[src/rtl/ash_pkg.sv]
package ash_pkg;
    localparam int ASH_DATA_W = 32;
    localparam int ASH_FIELD_W = 7;

    typedef enum logic [1:0] {
        SHF_NONE  = 2'd0,
        SHF_LEFT  = 2'd1,
        SHF_RIGHT = 2'd2
    } shf_dir_e;

    typedef enum logic {
        ST_EMPTY = 1'b0,
        ST_FULL  = 1'b1
    } ash_state_e;
endpackage

[src/rtl/ash_count_decode.sv]
module ash_count_decode
    import ash_pkg::*;
#(
    parameter int CW = ASH_DATA_W,
    parameter int FW = ASH_FIELD_W
) (
    input  logic [CW-1:0] count_word,
    output shf_dir_e      dir,
    output logic [FW-1:0] mag
);
    logic [FW-1:0] field;

    assign field = count_word[FW-1:0];

    always_comb begin
        if (field == '0) begin
            dir = SHF_NONE;
            mag = '0;
        end else if (!field[FW-1]) begin
            dir = SHF_LEFT;
            mag = field;
        end else begin
            dir = SHF_RIGHT;
            mag = (~field) + 1'b1;  // magnitude fits unsigned, -64 gives 64
        end
    end
endmodule

[src/rtl/ash_shift_core.sv]
module ash_shift_core
    import ash_pkg::*;
#(
    parameter int DW = ASH_DATA_W,
    parameter int MW = ASH_FIELD_W
) (
    input  logic [DW-1:0] src,
    input  shf_dir_e      dir,
    input  logic [MW-1:0] mag,
    output logic [DW-1:0] res,
    output logic          cout
);
    localparam int EW = DW + 1;

    logic [EW-1:0] lwide;
    logic [EW-1:0] rwide;

    // one guard bit above the word catches the last bit leaving the top
    assign lwide = {1'b0, src} << mag;
    // one guard bit below the word catches the last bit leaving the bottom
    assign rwide = $unsigned($signed({src, 1'b0}) >>> mag);

    always_comb begin
        unique case (dir)
            SHF_LEFT: begin
                res  = lwide[DW-1:0];
                cout = lwide[DW];
            end
            SHF_RIGHT: begin
                res  = rwide[EW-1:1];
                cout = rwide[0];
            end
            default: begin
                res  = src;
                cout = 1'b0;
            end
        endcase
    end
endmodule

[src/rtl/ash_flags.sv]
module ash_flags #(
    parameter int DW = 32
) (
    input  logic [DW-1:0] res,
    output logic          neg,
    output logic          zero
);
    assign neg  = res[DW-1];
    assign zero = ~|res;
endmodule

[src/rtl/ashift_unit.sv]
module ashift_unit
    import ash_pkg::*;
#(
    parameter int DATA_W  = ASH_DATA_W,
    parameter int FIELD_W = ASH_FIELD_W
) (
    input  logic              clk,
    input  logic              rst_n,
    input  logic              in_valid,
    input  logic [DATA_W-1:0] src,
    input  logic [DATA_W-1:0] count,
    output logic              out_valid,
    output logic [DATA_W-1:0] dst,
    output logic              carry,
    output logic              neg,
    output logic              zero
);
    shf_dir_e           dir;
    logic [FIELD_W-1:0] mag;
    logic [DATA_W-1:0]  res_c;
    logic               cout_c;
    logic               neg_c;
    logic               zero_c;
    ash_state_e         state_q;
    ash_state_e         state_d;

    ash_count_decode #(.CW(DATA_W), .FW(FIELD_W)) u_dec (
        .count_word(count),
        .dir       (dir),
        .mag       (mag)
    );

    ash_shift_core #(.DW(DATA_W), .MW(FIELD_W)) u_core (
        .src (src),
        .dir (dir),
        .mag (mag),
        .res (res_c),
        .cout(cout_c)
    );

    ash_flags #(.DW(DATA_W)) u_flags (
        .res (res_c),
        .neg (neg_c),
        .zero(zero_c)
    );

    // next state: T_LOAD on a strobe, T_DRAIN otherwise
    always_comb begin
        unique case (state_q)
            ST_EMPTY: state_d = in_valid ? ST_FULL : ST_EMPTY;
            ST_FULL:  state_d = in_valid ? ST_FULL : ST_EMPTY;
            default:  state_d = ST_EMPTY;
        endcase
    end

    always_ff @(posedge clk or negedge rst_n) begin
        if (!rst_n) state_q <= ST_EMPTY;
        else        state_q <= state_d;
    end

    // result registers load only on a strobe
    always_ff @(posedge clk or negedge rst_n) begin
        if (!rst_n) begin
            dst   <= '0;
            carry <= 1'b0;
            neg   <= 1'b0;
            zero  <= 1'b0;
        end else if (in_valid) begin
            dst   <= res_c;
            carry <= cout_c;
            neg   <= neg_c;
            zero  <= zero_c;
        end
    end

    always_comb begin
        unique case (state_q)
            ST_FULL: out_valid = 1'b1;
            default: out_valid = 1'b0;
        endcase
    end


    zero_count_chk: assert property (@(posedge clk) disable iff (!rst_n)
        (in_valid && count[FIELD_W-1:0] == '0) |=> (dst == $past(src) && !carry));


    left_far_chk: assert property (@(posedge clk) disable iff (!rst_n)
        (in_valid && !count[FIELD_W-1] && count[FIELD_W-2:0] > (FIELD_W-1)'(DATA_W))
        |=> (dst == '0 && !carry));


    right_far_chk: assert property (@(posedge clk) disable iff (!rst_n)
        (in_valid && $signed(count[FIELD_W-1:0]) <= -DATA_W)
        |=> (dst == {DATA_W{$past(src[DATA_W-1])}} && carry == $past(src[DATA_W-1])));


    flag_neg_chk: assert property (@(posedge clk) disable iff (!rst_n)
        out_valid |-> (neg == dst[DATA_W-1]));


    flag_zero_chk: assert property (@(posedge clk) disable iff (!rst_n)
        out_valid |-> (zero == (dst == '0)));


    valid_follow_chk: assert property (@(posedge clk) disable iff (!rst_n)
        in_valid |=> out_valid);


    hold_chk: assert property (@(posedge clk) disable iff (!rst_n)
        !in_valid |=> (!out_valid && $stable(dst) && $stable(carry)));
endmodule

[config.mk]
export PLATFORM = sky130hd
export DESIGN_NAME = ashift_unit
export DESIGN_NICKNAME = d
export VERILOG_FILES = /design/src/rtl/ash_pkg.sv /design/src/rtl/ash_count_decode.sv /design/src/rtl/ash_shift_core.sv /design/src/rtl/ash_flags.sv /design/src/rtl/ashift_unit.sv
export SDC_FILE = /design/constraint.sdc
export NUM_CORES = 1
export LEC_CHECK = 0
export BUFFER_PORTS_ARGS = -buffer_cell sky130_fd_sc_hd__buf_2
export CORE_MARGIN = 2
export CORE_UTILIZATION = 42
export DETAILED_ROUTE_END_ITERATION = 6
export PLACE_DENSITY = 0.63
export SKIP_CTS_REPAIR_TIMING = 1
export SYNTH_ARGS = -nofsm -noshare
export SYNTH_HDL_FRONTEND = slang
export SYNTH_SLANG_ARGS = --single-unit
[constraint.sdc]
create_clock -name clk -period 2.3 [get_ports clk]
set_clock_uncertainty 0.05 [all_clocks]
set_input_delay 0.345 -clock clk [delete_from_list [all_inputs] [get_ports clk]]
set_output_delay 0.345 -clock clk [all_outputs]
set_load 0.05 [all_outputs]
### Yosys cells after proc, flatten, opt, wreduce, memory -nomap -nowiden

Index checks and enable logic that the tools add are counted.

* reductions and logical operators: 3
* shifts and indexed selects: 2
* mux-type cells: 8
* eq/ne operators: 2
* add/subtract/negate cells: 1
* bitwise operators: 1

Operators by type and width (number)
* 32-bit one-hot mux with 2 select lines: 1
* 32-bit by 7-bit << shifter with 33-bit output: 1
* 33-bit by 7-bit >>> shifter with 33-bit output: 1
* 32-bit OR reduction: 1
* 7-bit 2-to-1 mux: 2
* 7-bit by 1-bit adder with 7-bit output (second input constant): 1
* 7-bit zero test: 1
* 7-bit NOT: 1
* 2-bit 2-to-1 mux: 2
* 2-bit by 1-bit equality test with 1-bit output (second input constant): 1
* 2-bit equality test (second input constant): 1
* 1-bit 2-to-1 mux: 2
* 1-bit one-hot mux with 2 select lines: 1
* 1-bit zero test: 1

* logic and storage cells: 22
* register bits: 36
* bits of input ports: 67

### Depth between registers and ports, before layout

* depth in word-level cells: 8
* depth in mapped cells: 18

### Cells and area by module

From an unflattened synthesis, not the netlist that was laid out.

* cell total of the unflattened synthesis: 666
* area total of the unflattened synthesis: 6701.4 um^2

By module, submodules not included
* ash_shift_core: cells each 557, instances 1, area an instance 4984.8 um^2
* ashift_unit: cells each 75, instances 1, area an instance 1478.9 um^2
* ash_count_decode: cells each 22, instances 1, area an instance 157.7 um^2
* ash_flags: cells each 12, instances 1, area an instance 80.1 um^2

### Least setup slack after synthesis

No wires, ideal clock.

* path type: input to register
* from: input port count[0]
* to: register zero
* path buffers: 5
* required time: 2.147 ns
* setup time: 0.103 ns
* setup slack: -1.978 ns
* stages on the path: 15
* arrival: 4.124 ns
* cells stage by stage: inv_1 buf_2 buf_2 clkbuf_1 ha_1 nor3b_4 buf_2 o211a_1 clkbuf_1 mux2i_1 a211oi_1 o32ai_1 nand4_1 or4_1 o41ai_2

* word-level cells in the longest chain between the ends: 8
* elaborated cells between the ends (all ways): 13
* those cells by class: 1 x add/sub; 2 x eq/ne; 2 x shift; 4 x mux; 1 x bitwise; 3 x reduce/logical

RTL lines
* start, declared: line ashift_unit.sv:11 `input logic [DATA_W-1:0] count,`
* 7-bit NOT: line ash_count_decode.sv:24 `mag = (~field) + 1'b1;`
* 7-bit by 1-bit adder with 7-bit output: line ash_count_decode.sv:24
* 7-bit 2-to-1 mux: line ash_count_decode.sv:19 `end else if (!field[FW-1]) begin`
* 7-bit 2-to-1 mux: line ash_count_decode.sv:16 `if (field == '0) begin`
* 33-bit by 7-bit >>> shifter with 33-bit output or 32-bit by 7-bit << shifter with 33-bit output (tied branches): line ash_shift_core.sv:21, ash_shift_core.sv:19
* 32-bit one-hot mux with 2 select lines *: line ash_shift_core.sv:24 `unique case (dir)`
* 32-bit OR reduction *: line ash_flags.sv:9 `assign zero = ~|res;`
* 1-bit zero test *: line ash_flags.sv:9
* end signal, assigned: line ashift_unit.sv:72 `zero <= zero_c;`
* end, declared: line ashift_unit.sv:16 `output logic zero`

Every way passes the cells marked *; elsewhere a longest branch is shown, timed or not.
A chain may end at the register's enable or synchronous reset.

### Worst setup path in the final report

Same ends and word-level chain as after synthesis.

==> flow_results.xml <==
<?xml version="1.0" encoding="UTF-8"?>
<metrics>
  <group name="timing">
    <metric name="final.min_clock_period" unit="ps">3392</metric>
    <metric name="timing_hold_violations_final" unit="">0</metric>
    <metric name="fin_setup_tns" unit="ps">-22080</metric>
    <metric name="setup-violations-final" unit="">34</metric>
    <metric name="timing.hold.ws" unit="ps">95.30</metric>
    <metric name="timing.max_slew.rel_slack" unit="%">46.99</metric>
    <metric name="layout_setup_ws" unit="ps">-1092</metric>
    <metric name="rsz0062_at_grt" unit="">yes</metric>
    <metric name="worst_pin_slew" unit="ps">795.2</metric>
    <metric name="max_clock_freq" unit="MHz">294.8</metric>
    <metric name="max_slew_violations" unit="">0</metric>
    <metric name="timing.final.crit_share" unit="%">147.5</metric>
  </group>
  <group name="final_layout">
    <metric name="design_area" unit="um^2">11150</metric>
    <metric name="antenna-diode-count" unit="">0</metric>
    <metric name="post_layout_cell_count" unit="">1380</metric>
    <metric name="finish.utilization" unit="%">77.59</metric>
    <metric name="synthToLayoutAreaGrowth" unit="%">83.05</metric>
    <metric name="nNetsFinal" unit="">1263</metric>
    <metric name="layout-drive-gt1-share" unit="%">60.70</metric>
  </group>
  <group name="placement">
    <metric name="placed_cells" unit="">1299</metric>
    <metric name="numPortBuffers" unit="">77</metric>
    <metric name="dp.final_hpwl" unit="um">27780</metric>
    <metric name="cell_area_after_placement" unit="um^2">9286</metric>
    <metric name="place_congestion" unit="">1.073</metric>
    <metric name="dp_worst_setup_slack" unit="ps">-1613</metric>
  </group>
  <group name="global_route">
    <metric name="gr-usage-all-layers" unit="%">42.68</metric>
    <metric name="global_route_wire_length_before_repair" unit="um">51200</metric>
    <metric name="antenna_violations_before_repair" unit="">0</metric>
    <metric name="grt_pass1_vias" unit="">8640</metric>
    <metric name="grt_max_degree" unit="">65</metric>
    <metric name="grt-ovfl-total" unit="">0</metric>
  </group>
  <group name="logic_synthesis">
    <metric name="synthesis.area" unit="um^2">6091</metric>
    <metric name="synth_simple_gate_area_share" unit="%">19.74</metric>
    <metric name="synth_mux_area_share" unit="%">29.03</metric>
    <metric name="synth_top_family_by_area" unit="">compound AO/OA/AOI/OAI gates</metric>
    <metric name="synth.yosys.seq_area_share" unit="%">14.38</metric>
    <metric name="post_synth_inst_count" unit="">773</metric>
    <metric name="synthFlopType" unit="">dfrtp_1</metric>
    <metric name="synth.net_count" unit="">841</metric>
    <metric name="postSynthAreaPerCell" unit="um^2">7.879</metric>
    <metric name="synth-adder-area-share" unit="%">0.2054</metric>
    <metric name="xor_xnor_fraction_of_synth_area" unit="%">0.7190</metric>
    <metric name="synth-compound-area-share" unit="%">29.56</metric>
    <metric name="synthDistinctLibCells" unit="">79</metric>
    <metric name="synthesis.yosys.warnings" unit="">0</metric>
    <metric name="ys_seq_elements" unit="">35</metric>
    <metric name="synth-edff-count" unit="">0</metric>
    <metric name="async_flop_share" unit="%">100.0</metric>
  </group>
  <group name="min_path">
    <metric name="hold_path.class" unit="">input port to asynchronous set/reset pin</metric>
  </group>
  <group name="routing">
    <metric name="drt_pass1_iterations" unit="">5</metric>
    <metric name="via_count" unit="">9221</metric>
    <metric name="totalWireLength" unit="um">36990</metric>
    <metric name="wl_per_cell" unit="um">26.80</metric>
    <metric name="detail_route.drc_violations" unit="">0</metric>
    <metric name="final_antenna_net_count" unit="">0</metric>
    <metric name="vias_per_cell" unit="">6.682</metric>
    <metric name="number_of_drc_markers_after_the_initial_detailed_route_iteration" unit="">1293</metric>
  </group>
  <group name="floorplan">
    <metric name="fp.dieW" unit="um">124.4</metric>
    <metric name="die_height" unit="um">124.4</metric>
    <metric name="die-area" unit="um^2">15480</metric>
    <metric name="core" unit="um^2">14370</metric>
    <metric name="io-pin-count" unit="">103</metric>
    <metric name="placement_rows" unit="">44</metric>
    <metric name="initial_core_util" unit="%">42.39</metric>
  </group>
  <group name="power">
    <metric name="leak" unit="nW">4.926</metric>
    <metric name="power" unit="mW">5.620</metric>
    <metric name="netSwitchingPower" unit="mW">2.599</metric>
    <metric name="cell_internal_pwr" unit="mW">3.021</metric>
    <metric name="power.share.sequential" unit="%">13.6</metric>
    <metric name="pwr-share-clk" unit="%">11.8</metric>
    <metric name="pwr_density_cell" unit="nW/um^2">504.1</metric>
    <metric name="power_switching_share" unit="%">46.24</metric>
    <metric name="vdd_ir_drop_max" unit="mV">0.4671</metric>
    <metric name="combPwrFrac" unit="%">74.6</metric>
  </group>
  <group name="cts">
    <metric name="tritoncts_clock_tree" unit="">yes</metric>
    <metric name="clkTransAtPathRegs" unit="ps">60</metric>
    <metric name="cts-root-buf" unit="">clkbuf_16</metric>
    <metric name="cts-buffers-inserted" unit="">5</metric>
    <metric name="max-clock-path-buffers" unit="">2</metric>
    <metric name="worst_skew_pair.late_latency" unit="ps">280</metric>
    <metric name="htreeDepth" unit="">2</metric>
    <metric name="cts.sink_count" unit="">35</metric>
  </group>
  <group name="worst_setup_path">
    <metric name="worst-endpoint-required" unit="ps">2430</metric>
    <metric name="timing.critical_path.arrival" unit="ps">3530</metric>
    <metric name="setup.worst_path.start" unit="">count[0]</metric>
    <metric name="timing.rr.start" unit="">dst[7]</metric>
    <metric name="worst-setup-path-type" unit="">input port to flip-flop</metric>
    <metric name="nature_of_the_critical_path_startpoint" unit="">input port</metric>
    <metric name="setup.worst_path.end_class" unit="">flip-flop</metric>
    <metric name="critical_path_fanouts_max" unit="">6</metric>
  </group>
  <group name="outcome">
    <metric name="violations" unit="">negative setup slack</metric>
    <metric name="outcome" unit="">complete, but fails checks</metric>
  </group>
  <group name="job">
    <metric name="maxCapViolations" unit="">0</metric>
  </group>
</metrics>
==> state kept, by name, summed over array words and instances (netlist names) <==
signal / cells
carry: 1
zero: 1
dst: 32
state_q: 1
==> cell type report <==
type                            instances  area, um^2
Timing Repair Buffer                  489        3930
Sequential cell                        35       875.8
Tap cell                              184       230.2
Fill cell                            1004        3219
Multi-Input combinational cell        656        5938
Clock inverter                          2       12.51
Clock buffer                            6       128.9
Inverter                                8       33.78
==> worst max-delay path: stages <==
cell and delay, ps:
buf_8 100, clkinvlp_4 80, ha_4 140, or3b_4 420, o21ai_4 180, buf_12 150
buf_8 120, buf_6 110, buf_12 110, buf_12 100, buf_6 90, mux2i_4 80
a22oi_2 340, mux2i_1 130, o21ai_1 220, nand3_1 100, or4_1 490, o41ai_2 210
==> synth_stat cells (all sizes together) (3+ instances only) <==
library cell / instances / area share (%)
and2: 8 / 0.82
a31oi: 15 / 1.5
o21ai: 36 / 3.2
dfrtp: 35 / 14
o21a: 7 / 0.86
nor2b: 4 / 0.41
mux2: 34 / 6.3
a211o: 3 / 0.43
nor2: 83 / 5.1
mux4: 32 / 12
nand4: 5 / 0.51
a2bb2oi: 4 / 0.58
inv: 8 / 0.49
o32ai: 4 / 0.58
buf: 39 / 3.7
a221oi: 13 / 2.0
nor3: 21 / 1.8
a211oi: 10 / 1.4
nand2b: 4 / 0.41
or3: 4 / 0.41
mux2i: 66 / 11
a2111oi: 5 / 1.0
nand2: 86 / 5.3
o22ai: 18 / 1.8
a221o: 3 / 0.49
a21boi: 3 / 0.37
o31ai: 4 / 0.58
o22a: 4 / 0.58
a21o: 3 / 0.37
o221ai: 6 / 0.86
a21oi: 68 / 5.8
xor2: 3 / 0.43
nand3: 21 / 1.7
clkbuf: 35 / 2.2
nor4: 6 / 0.62
o21bai: 4 / 0.49
and3: 8 / 0.82
a22oi: 12 / 1.6
o211ai: 14 / 1.7
==> worst paths after layout <==
path / to / slack [ps] / cells after the start
max in group asynchronous: dst[25] / 1600 / 1
hold reg to reg: carry / 430 / 1
setup reg to reg: dst[7] / 1470 / 1
setup / recovery: zero / -1090 / 18
min in group clk: carry / 430 / 1
hold / removal: dst[4] / 100 / 1
==> cell families (layout without fill, tap and decap cells) <==
logic type / Yosys count / in the layout
simple gates: 262 / 262
compound gates: 256 / 256
mux: 132 / 132
buf+inv: 82 / 505
flops: 35 / 35
xor+xnor: 5 / 5
fa+ha+maj: 1 / 1
==> cell usage in the layout, fill, tap and decap left out, types with 9 or more instances in the layout <==
master,synthesis,final
buf_2,25,75
o22ai_1,18,10
dfrtp_1,35,35
o21ai_0,34,21
a21oi_2,1,19
o21ai_1,0,9
a21oi_1,66,46
mux2i_4,0,12
nand2_1,86,79
buf_4,7,348
nor2_1,83,74
o211ai_1,14,14
mux4_2,32,32
mux2_2,34,14
mux2_4,0,20
mux2i_1,65,44
nor3_1,20,13
mux2i_2,1,10
nand3_1,21,18
buf_12,0,19
buf_6,3,39
==> power by group through the flow <==
stage | logic [mW] | clock network [mW] | registers, mW
final | 4.20 | 0.662 | 0.763
after global routing | 4.30 | 0.690 | 0.774
after floorplan | 1.40 | 0 | 1.11
after CTS | 3.29 | 0.665 | 0.761
after detailed placement | 3.28 | 0 | 0.768
after global placement | 3.25 | 0 | 0.764
==> metal layers <==
metal | GRT usage (%) | routed length [um]
met3 | 7.689 | 3693
met4 | 22.47 | 3258
met5 | 0 | 0
met1 | 54.80 | 13780
met2 | 68.53 | 16260
Note: power is estimated with default switching activity, not from simulation.
